==> config.mk <==
export PLATFORM = sky130hd
export DESIGN_NAME = hw_err_calc
export DESIGN_NICKNAME = d
export VERILOG_FILES = /design/src/rtl/hwe_pkg.sv /design/src/rtl/hwe_div_stage.sv /design/src/rtl/hwe_div_core.sv /design/src/rtl/hwe_target_scale.sv /design/src/rtl/hwe_err_sat.sv /design/src/rtl/hw_err_calc.sv
export SDC_FILE = /design/constraint.sdc
export NUM_CORES = 1
export LEC_CHECK = 0
export ABC_AREA = 1
export CAP_MARGIN = 20
export CORE_MARGIN = 1
export CORE_UTILIZATION = 65
export DETAILED_ROUTE_END_ITERATION = 8
export HOLD_SLACK_MARGIN = 0.15
export PLACE_DENSITY = 0.94
export REMOVE_ABC_BUFFERS = 1
export SLEW_MARGIN = 5
export SYNTH_ARGS = -nofsm -noshare
export SYNTH_HDL_FRONTEND = slang
export SYNTH_SLANG_ARGS = --single-unit
export TNS_END_PERCENT = 20
==> constraint.sdc <==
create_clock -name clk -period 6.25 [get_ports clk]
set_input_delay 1.25 -clock clk [delete_from_list [all_inputs] [get_ports clk]]
set_output_delay 1.25 -clock clk [all_outputs]
set_load 0.05 [all_outputs]
==> src/rtl/hwe_pkg.sv <==
package hwe_pkg;

    typedef enum logic [1:0] {
        ST_IDLE = 2'd0,
        ST_DIV  = 2'd1,
        ST_FIN  = 2'd2
    } hwe_state_e;

    // 1.7 in unsigned 2.8 fixed point, rounded to nearest (435/256)
    localparam int HWE_GAIN_Q8 = 435;

endpackage

==> src/rtl/hwe_div_stage.sv <==
// One restoring-division step: shift one numerator bit into the partial
// remainder and subtract the divisor when it fits.
module hwe_div_stage #(
    parameter int DEN_W = 16
) (
    input  logic [DEN_W-1:0] rem_i,
    input  logic             bit_i,
    input  logic [DEN_W-1:0] den_i,
    output logic [DEN_W-1:0] rem_o,
    output logic             q_o
);
    logic [DEN_W:0] sh;

    always_comb begin
        sh    = {rem_i, bit_i};
        q_o   = (sh >= {1'b0, den_i});
        rem_o = q_o ? DEN_W'(sh - {1'b0, den_i}) : sh[DEN_W-1:0];
    end
endmodule

==> src/rtl/hwe_div_core.sv <==
// STEP chained restoring steps evaluated in one clock; bits_i is MSB first.
module hwe_div_core #(
    parameter int DEN_W = 16,
    parameter int STEP  = 2
) (
    input  logic [DEN_W-1:0] rem_i,
    input  logic [STEP-1:0]  bits_i,
    input  logic [DEN_W-1:0] den_i,
    output logic [DEN_W-1:0] rem_o,
    output logic [STEP-1:0]  q_o
);
    logic [STEP:0][DEN_W-1:0] chain;

    assign chain[0] = rem_i;

    for (genvar g = 0; g < STEP; g++) begin : g_stage
        hwe_div_stage #(.DEN_W(DEN_W)) stage_i (
            .rem_i (chain[g]),
            .bit_i (bits_i[STEP-1-g]),
            .den_i (den_i),
            .rem_o (chain[g+1]),
            .q_o   (q_o[STEP-1-g])
        );
    end

    assign rem_o = chain[STEP];
endmodule

==> src/rtl/hwe_target_scale.sv <==
// Scales the ambient resistance by the Q.GAIN_FRAC gain, truncating.
module hwe_target_scale #(
    parameter int CODE_W    = 16,
    parameter int GAIN_Q    = 435,
    parameter int GAIN_FRAC = 8,
    parameter int TGT_W     = 17
) (
    input  logic [CODE_W-1:0] amb_i,
    output logic [TGT_W-1:0]  tgt_o
);
    localparam int PROD_W = TGT_W + GAIN_FRAC;

    always_comb begin
        tgt_o = TGT_W'((PROD_W'(amb_i) * PROD_W'(GAIN_Q)) >> GAIN_FRAC);
    end
endmodule

==> src/rtl/hwe_err_sat.sv <==
// Signed difference resistance - target, clamped to the ERR_W range.
module hwe_err_sat #(
    parameter int RES_W = 16,
    parameter int TGT_W = 17,
    parameter int ERR_W = 17
) (
    input  logic [RES_W-1:0] res_i,
    input  logic [TGT_W-1:0] tgt_i,
    output logic [ERR_W-1:0] err_o
);
    localparam int D_W = ((RES_W > TGT_W) ? RES_W : TGT_W) + 2;
    localparam logic signed [D_W-1:0] MAXV = D_W'((1 << (ERR_W-1)) - 1);
    localparam logic signed [D_W-1:0] MINV = D_W'(-(1 << (ERR_W-1)));

    logic signed [D_W-1:0] diff;

    always_comb begin
        diff = $signed(D_W'(res_i)) - $signed(D_W'(tgt_i));
        if (diff > MAXV)
            err_o = ERR_W'(MAXV);
        else if (diff < MINV)
            err_o = ERR_W'(MINV);
        else
            err_o = diff[ERR_W-1:0];
    end
endmodule

==> src/rtl/hw_err_calc.sv <==
module hw_err_calc
    import hwe_pkg::*;
#(
    parameter int CODE_W    = 16,
    parameter int FRAC_W    = 8,
    parameter int TOP_OHMS  = 40,
    parameter int GAIN_Q    = HWE_GAIN_Q8,
    parameter int GAIN_FRAC = 8,
    parameter int STEP_BITS = 2,
    parameter int ERR_W     = 17
) (
    input  logic              clk,
    input  logic              rst_n,
    input  logic              start_i,
    input  logic [CODE_W-1:0] drive_code_i,
    input  logic [CODE_W-1:0] sense_code_i,
    input  logic              amb_we_i,
    input  logic [CODE_W-1:0] amb_res_i,
    output logic              busy_o,
    output logic              done_o,
    output logic              sat_o,
    output logic [CODE_W-1:0] res_o,
    output logic [ERR_W-1:0]  err_o
);
    localparam int RES_W   = CODE_W;
    localparam int SCALE   = TOP_OHMS << FRAC_W;
    localparam int SCALE_W = $clog2(SCALE + 1);
    localparam int NUM_W   = CODE_W + SCALE_W;
    localparam int HI_W    = NUM_W - RES_W;
    localparam int ITERS   = RES_W / STEP_BITS;
    localparam int CNT_W   = $clog2(ITERS + 1);
    localparam int TGT_W   = CODE_W + $clog2(GAIN_Q + 1) - GAIN_FRAC;

    typedef struct packed {
        hwe_state_e        st;
        logic [CNT_W-1:0]  cnt;
        logic [CODE_W-1:0] den;
        logic [CODE_W-1:0] rem;
        logic [RES_W-1:0]  nbits;
        logic [RES_W-1:0]  quo;
        logic              clamp;
        logic [RES_W-1:0]  res;
        logic [ERR_W-1:0]  err;
        logic              sat;
        logic              done;
        logic [TGT_W-1:0]  tgt;
    } regs_t;

    regs_t regs_q, regs_d;

    // operand preparation at acceptance
    logic [CODE_W-1:0]    den_w;
    logic [NUM_W-1:0]     num_w;
    logic [HI_W-1:0]      hi_w;
    logic                 clamp_w;

    always_comb begin
        den_w   = drive_code_i - sense_code_i;
        num_w   = NUM_W'(sense_code_i) * NUM_W'(SCALE);
        hi_w    = num_w[NUM_W-1:RES_W];
        clamp_w = (drive_code_i <= sense_code_i) || (CODE_W'(hi_w) >= den_w);
    end

    // datapath helpers
    logic [CODE_W-1:0]    div_rem;
    logic [STEP_BITS-1:0] div_q;
    logic [TGT_W-1:0]     tgt_w;
    logic [RES_W-1:0]     res_fin;
    logic [ERR_W-1:0]     err_w;

    hwe_div_core #(.DEN_W(CODE_W), .STEP(STEP_BITS)) div_i (
        .rem_i  (regs_q.rem),
        .bits_i (regs_q.nbits[RES_W-1 -: STEP_BITS]),
        .den_i  (regs_q.den),
        .rem_o  (div_rem),
        .q_o    (div_q)
    );

    hwe_target_scale #(
        .CODE_W(CODE_W), .GAIN_Q(GAIN_Q), .GAIN_FRAC(GAIN_FRAC), .TGT_W(TGT_W)
    ) tgt_i (
        .amb_i (amb_res_i),
        .tgt_o (tgt_w)
    );

    assign res_fin = regs_q.clamp ? '1 : regs_q.quo;

    hwe_err_sat #(.RES_W(RES_W), .TGT_W(TGT_W), .ERR_W(ERR_W)) err_i (
        .res_i (res_fin),
        .tgt_i (regs_q.tgt),
        .err_o (err_w)
    );

    always_comb begin
        regs_d      = regs_q;
        regs_d.done = 1'b0;
        if (amb_we_i)
            regs_d.tgt = tgt_w;
        unique case (regs_q.st)
            ST_IDLE: begin
                if (start_i) begin
                    regs_d.st    = ST_DIV;
                    regs_d.cnt   = CNT_W'(ITERS);
                    regs_d.den   = den_w;
                    regs_d.rem   = CODE_W'(hi_w);
                    regs_d.nbits = num_w[RES_W-1:0];
                    regs_d.quo   = '0;
                    regs_d.clamp = clamp_w;
                end
            end
            ST_DIV: begin
                regs_d.rem   = div_rem;
                regs_d.nbits = regs_q.nbits << STEP_BITS;
                regs_d.quo   = (regs_q.quo << STEP_BITS) | RES_W'(div_q);
                regs_d.cnt   = regs_q.cnt - CNT_W'(1);
                if (regs_q.cnt == CNT_W'(1))
                    regs_d.st = ST_FIN;
            end
            ST_FIN: begin
                regs_d.res  = res_fin;
                regs_d.err  = err_w;
                regs_d.sat  = regs_q.clamp;
                regs_d.done = 1'b1;
                regs_d.st   = ST_IDLE;
            end
            default: regs_d.st = ST_IDLE;
        endcase
    end

    always_ff @(posedge clk or negedge rst_n) begin
        if (!rst_n)
            regs_q <= '0;
        else
            regs_q <= regs_d;
    end

    assign busy_o = (regs_q.st != ST_IDLE);
    assign done_o = regs_q.done;
    assign sat_o  = regs_q.sat;
    assign res_o  = regs_q.res;
    assign err_o  = regs_q.err;

endmodule

## Word-level counts from Yosys, hierarchy flattened

Cells that the tools add are included.

| storage, ports and cells | value |
|---|---|
| flip-flop bits (word level) | 123 |
| output and inout port bits | 36 |

| operators by class | value |
|---|---|
| add/sub/neg operators | 5 |
| multiply operators | 2 |
| order comparisons | 6 |
| eq/ne operators | 5 |
| mux-type cells | 11 |
| bitwise gates (word level) | 1 |
| reduce and logical (&&, ||, !) cells | 7 |

Operator list:

| cell | count |
|---|---|
| one-hot mux 48 bit (2 select lines) | 1 |
| two-way mux 71 bit | 1 |
| two-way mux 16 bit | 3 |
| subtractor 16 bit | 3 |
| greater-or-equal comparator 17 x 16 -> 1 bit | 2 |
| two-way mux 17 bit | 2 |
| multiplier 16 x 9 -> 25 bit (second input constant) | 1 |
| > comparator 19 x 17 -> 1 bit (second input constant) | 1 |
| less-than comparator 19 x 17 -> 1 bit (second input constant) | 1 |
| multiplier 16 x 3 -> 19 bit (second input constant) | 1 |
| subtractor 16 x 17 -> 18 bit | 1 |
| greater-or-equal comparator 14 x 16 -> 1 bit | 1 |
| less-or-equal comparator 16 bit | 1 |
| OR 16 x 2 -> 16 bit | 1 |
| one-hot mux 4 bit (2 select lines) | 1 |
| AND reduction 2 bit | 3 |
| equality test 4 x 1 -> 1 bit (second input constant) | 1 |
| != test 2 bit (second input constant) | 2 |
| one-hot mux 2 bit (2 select lines) | 1 |
| nonzero test 2 bit | 2 |
| subtractor 4 x 1 -> 4 bit (second input constant) | 1 |
| equality test 2 x 1 -> 1 bit (second input constant) | 1 |
| equality test 2 bit (second input constant) | 1 |
| zero test 2 bit | 1 |
| other kinds (3) | 3 |

## Logic depth before layout (Yosys ltp)

| depth | value |
|---|---|
| word-level depth | 5 |
| mapped depth | 30 |
| depth with buffers taken out | 28 |

## Cells and area by module

From an unflattened synthesis, not the netlist that was laid out.

| second synthesis, totals | value |
|---|---|
| cells, all modules | 1981 |
| area, all modules | 13729.4 µm² |

Modules (own cells, without submodules):

| module | instances | cells an instance | area each (µm²) |
|---|---|---|---|
| hw_err_calc | 1 | 772 | 6562.5 |
| hwe_target_scale | 1 | 429 | 3161.8 |
| hwe_div_stage (div_i.g_stage[0].stage_i) | 1 | 272 | 1442.6 |
| hwe_div_stage (div_i.g_stage[1].stage_i) | 1 | 269 | 1355.0 |
| hwe_err_sat | 1 | 239 | 1207.4 |

## Least setup slack after synthesis

Ideal clock, no wire load.

| path | value |
|---|---|
| kind | input port to flip-flop |
| start point | input amb_res_i[7] |
| end point | register regs_q[12] (netlist bit) |
| arrival | 4.655 ns |
| required time | 6.133 ns |
| setup slack | 1.478 ns |
| stages on the path | 17 |
| cells stage by stage | ha_1 > inv_1 > fa_1 > inv_1 > fa_1 > fa_1 > ha_1 > a21oi_1 > inv_1 > a31oi_1 > a21boi_0 > o21ai_0 > nand2_1 > nand2_1 > xor2_1 > nand2_1 > nand2_1 |

| on the way | value |
|---|---|
| cells in the longest elaborated chain, start to end | 1 |

RTL lines:

| what | RTL line | text |
|---|---|---|
| from (decl) | hw_err_calc.sv:18 | `input logic [CODE_W-1:0] amb_res_i,` |
| multiplier 16 x 9 -> 25 bit | hwe_target_scale.sv:14 | `tgt_o = TGT_W'((PROD_W'(amb_i) * PROD_W'(GAIN_Q)) >> GAIN_FRAC);` |
| to (signal assigned) | hw_err_calc.sv:134 | `regs_q <= regs_d;` |
| to (decl) | hw_err_calc.sv:49 | `regs_t regs_q, regs_d;` |

No other way between the ends.
A chain may end at the register's enable or synchronous reset.

## Worst setup path after layout

| path | value |
|---|---|
| start point | input amb_res_i[14] |
| end point | register regs_q[12] (netlist bit) |

The elaborated chain is that of the path after synthesis.

==> summary.md <==
| Metric | Value |
|---|---|
| Die Wd | ~140 µm |
| Number of synthesized flops with an enable pin | 0 |
| Finished Cell Area | between 0.01 and 0.015 mm² |
| Die area | 0.0198 mm² |
| CP Launch Type | primary input |
| Gate Count Post-Synth | about 1.7k |
| DPL Wire Length | 24.5 mm |
| Ant. Diodes | 0 |
| Clock slew at reported path FFs | 0.08 ns |
| DR DRC count | 0 |
| Cell repeated most along the worst path | nand2_1 |
| Hold Fails Final Rpt | 0 |
| Fin nets | 1998 |
| Critical path class | in -> reg |
| Root buffer cell | clkbuf_16 |
| CP Data Arrival Time | ~5.5 ns |
| Hold_ws | 0.494 ns |
| Cell with the most instances after synthesis | nand2_1 |
| CP peak stage delay | 0.56 ns |
| Initial antenna violation count | 0 |
| Commonest cells in the netlist | nand2_1 (376), inv_1 (296), ha_1 (165), dfrtp_1 (112), a21oi_1 (104) |
| Tcrit/Tclk final | 0.834 |
| Layout cells sized above 1 | 0.0421 |
| Post-CTS setup buffer count | 0 |
| Vias post-DR | 11.5k |
| Clk sinks | between 100 and 150 |
| Initial DRC Count | roughly 960 |
| Maximum fanout along the worst path | 6 |
| Netlist cell types | between 50 and 60 |
| Area Growth Syn to Fin | 9.30% |
| Gates resized, CTS repair | 0 |
| GRT Total Usage | 0.319 |
| Vias in the first global route | approximately 11k |
| GRT Residual Overflow | 0 |
| Syn Std Cell Area | between 0.01 and 0.015 mm² |
| Peak Freq | 0.192 GHz |
| Core ar. | 0.0188 mm² |
| Top_reg_cell synth | dfrtp_1 |
| Wirelength per Cell | 15.4 µm |
| Routed WL | 30.6 mm |
| Asr flop ratio synth | 1.00 |
| CTS tree | built |
| Synth top area share | 0.224 |
| Syn. warnings | 0 |
| Slew Limit Fails | 0 |
| Fin Setup TNS | 0 ns |
| Crit end category | flip-flop |
| Largest net degree at the start of global routing | 64 |
| # hold bufs at CTS | 0 |
| Critical-path top delay cell | fa_1 |
| Ports | 88 |
| Vias per inst | 5.76 |
| Worst Path Required | 6.51 ns |
| Worst skew pair latency | 0.37 ns |
| First-pass GRT wire length | 51.2 mm |
| Crit path cell chain | clkdlybuf4s50_1, inv_1, ha_1, fa_1, inv_1, fa_1, fa_1, ha_1, a21oi_1, inv_1, a31oi_1, a21boi_0, o21ai_0, nand2_1, nand2_1, xor2_1, nand2_1, nand2_1 |
| Max-Slew Margin vs Limit | 0.412 |
| Initial core utilization | 0.665 |
| Worst slew pin tran | 0.881 ns |
| Post-DP Area | 0.0133 mm² |
| Final ANT Viol Nets | 0 |
| Worst Hold Class | reg -> reg |
| Clock Skew | 0.00862 ns |
| Status | finished, final reports clean |
| Max-cap violations | 0 |
| Yosys reg bits | approximately 110 |
| Height of the die | between 100 and 150 µm |
| RSZ-0062 raised after global routing | no |
| DRT Pass-1 Iters | 8 |
| Yosys top cell by area | dfrtp_1 |
| GPL Wtd Cong | 0.983 |
| Max clock buf depth | 2 |
| Count of endpoints failing setup in the final report | 0 |
| Min cycle time layout | 5.21 ns |
| Num rows | 50 |
| H-tree depth | 3 |
| TritonCTS Buffers | 9 |
| IO buf count | 87 |
| Seq/Total Area, Yosys | 0.224 |
| Mean Syn Cell Area | 7.42 µm² |
| Largest cells by area after synthesis | dfrtp_1 (22%), ha_1 (16%), nand2_1 (11%) |
## registers in the layout (all words and copies together) (netlist names)
name / cells
regs_q: 77
err_o: 17
res_o: 16
done_o: 1
sat_o: 1
## cell type report
type,instances,area (µm²)
tap,260,325
fill,1457,5130
clock inverter,7,103
multi-input combinational,1211,8180
inverter,301,1130
sequential,112,2800
clock buffer,9,225
timing repair buffer,92,926
## cells by family (layout without fill, tap and decap cells)
| logic type | count (synthesis) | count (layout) | synth area share |
|---|---|---|---|
| AND/OR/NAND/NOR | 636 | 636 | 0.222 |
| buffers and inverters | 366 | 409 | 0.124 |
| AO/OA/AOI/OAI | 286 | 286 | 0.131 |
| adder cells (fa/ha/maj) | 219 | 219 | 0.251 |
| flip-flops | 112 | 112 | 0.224 |
| XOR/XNOR | 70 | 70 | 0.0489 |
## cell usage in the layout, fill, tap and decap left out, types with 5 or more instances in the layout
cell type        synthesis  routed
a21boi_1                 5       5
a21oi_1                104     104
or2_2                   14      14
a21o_1                   7       7
nand3_2                  8       8
nor2_4                   4       5
o21bai_1                11      11
o21ai_0                 85      85
dfrtp_1                112     112
nor2_1                  95      94
buf_4                   39       5
nand4_1                 20      20
nand2_1                376     376
inv_1                  296     296
a31oi_1                 23      23
clkbuf_16                0       9
xor2_1                  44      44
nor3_1                  15      15
ha_1                   165     165
clkdlybuf4s50_1          0      86
o22ai_1                 17      17
fa_1                    54      54
xnor2_1                 26      26
o21a_1                   6       6
nand2_2                  7       7
nand3_1                 81      81
o21ai_1                  5       5
## through the flow
| step | setup WS, ns | std cells | utilization |
|---|---|---|---|
| 2_1_floorplan | 1.48 | 1624 | - |
| 3_3_place_gp | 0.831 | 1975 | 0.708 |
| 3_5_place_dp | 0.715 | 1975 | 0.708 |
| 4_1_cts | 1.07 | 1991 | 0.726 |
| 5_1_grt | 0.732 | 1992 | 0.727 |
| 6_report | 1.04 | 1992 | 0.727 |
## worst paths after layout
kind                                from           to  slack (ns)  depth (start not counted)
max                        amb_res_i[14]   regs_q[12]        1.04                         18
min                          regs_q[110]  regs_q[110]        0.49                          2
max reg2reg                  regs_q[106]  regs_q[100]        1.99                         24
min reg2reg                  regs_q[110]  regs_q[110]        0.49                          2
max in group asynchronous          rst_n    regs_q[3]        4.18                          2
min in group asynchronous          rst_n   regs_q[93]        0.97                          1
## critical path: cells and delay by family
| family | cells | cell delay, ns |
|---|---|---|
| and+or+nand+nor | 4 | 0.27 |
| buffers and inverters | 4 | 0.71 |
| adders and majority gates | 5 | 2.27 |
| xor gates and xnor gates | 1 | 0.14 |
| AOI/OAI and AO/OA | 4 | 0.83 |
## per-layer routing
metal | wire [µm] | up-vias | track usage | share of wire
met2 | 14100 | 495 | 0.531 | 0.46
met4 | 841 | 0 | 0.118 | 0.027
met5 | 0 | - | 0 | 0
li1 | - | 5511 | - | -
met3 | 2110 | 87 | 0.0343 | 0.069
met1 | 13500 | 5388 | 0.433 | 0.44
Power is left out: the tool's default activity adds up to more than one toggle a clock period on the data nets, which glitch-free logic cannot reach.
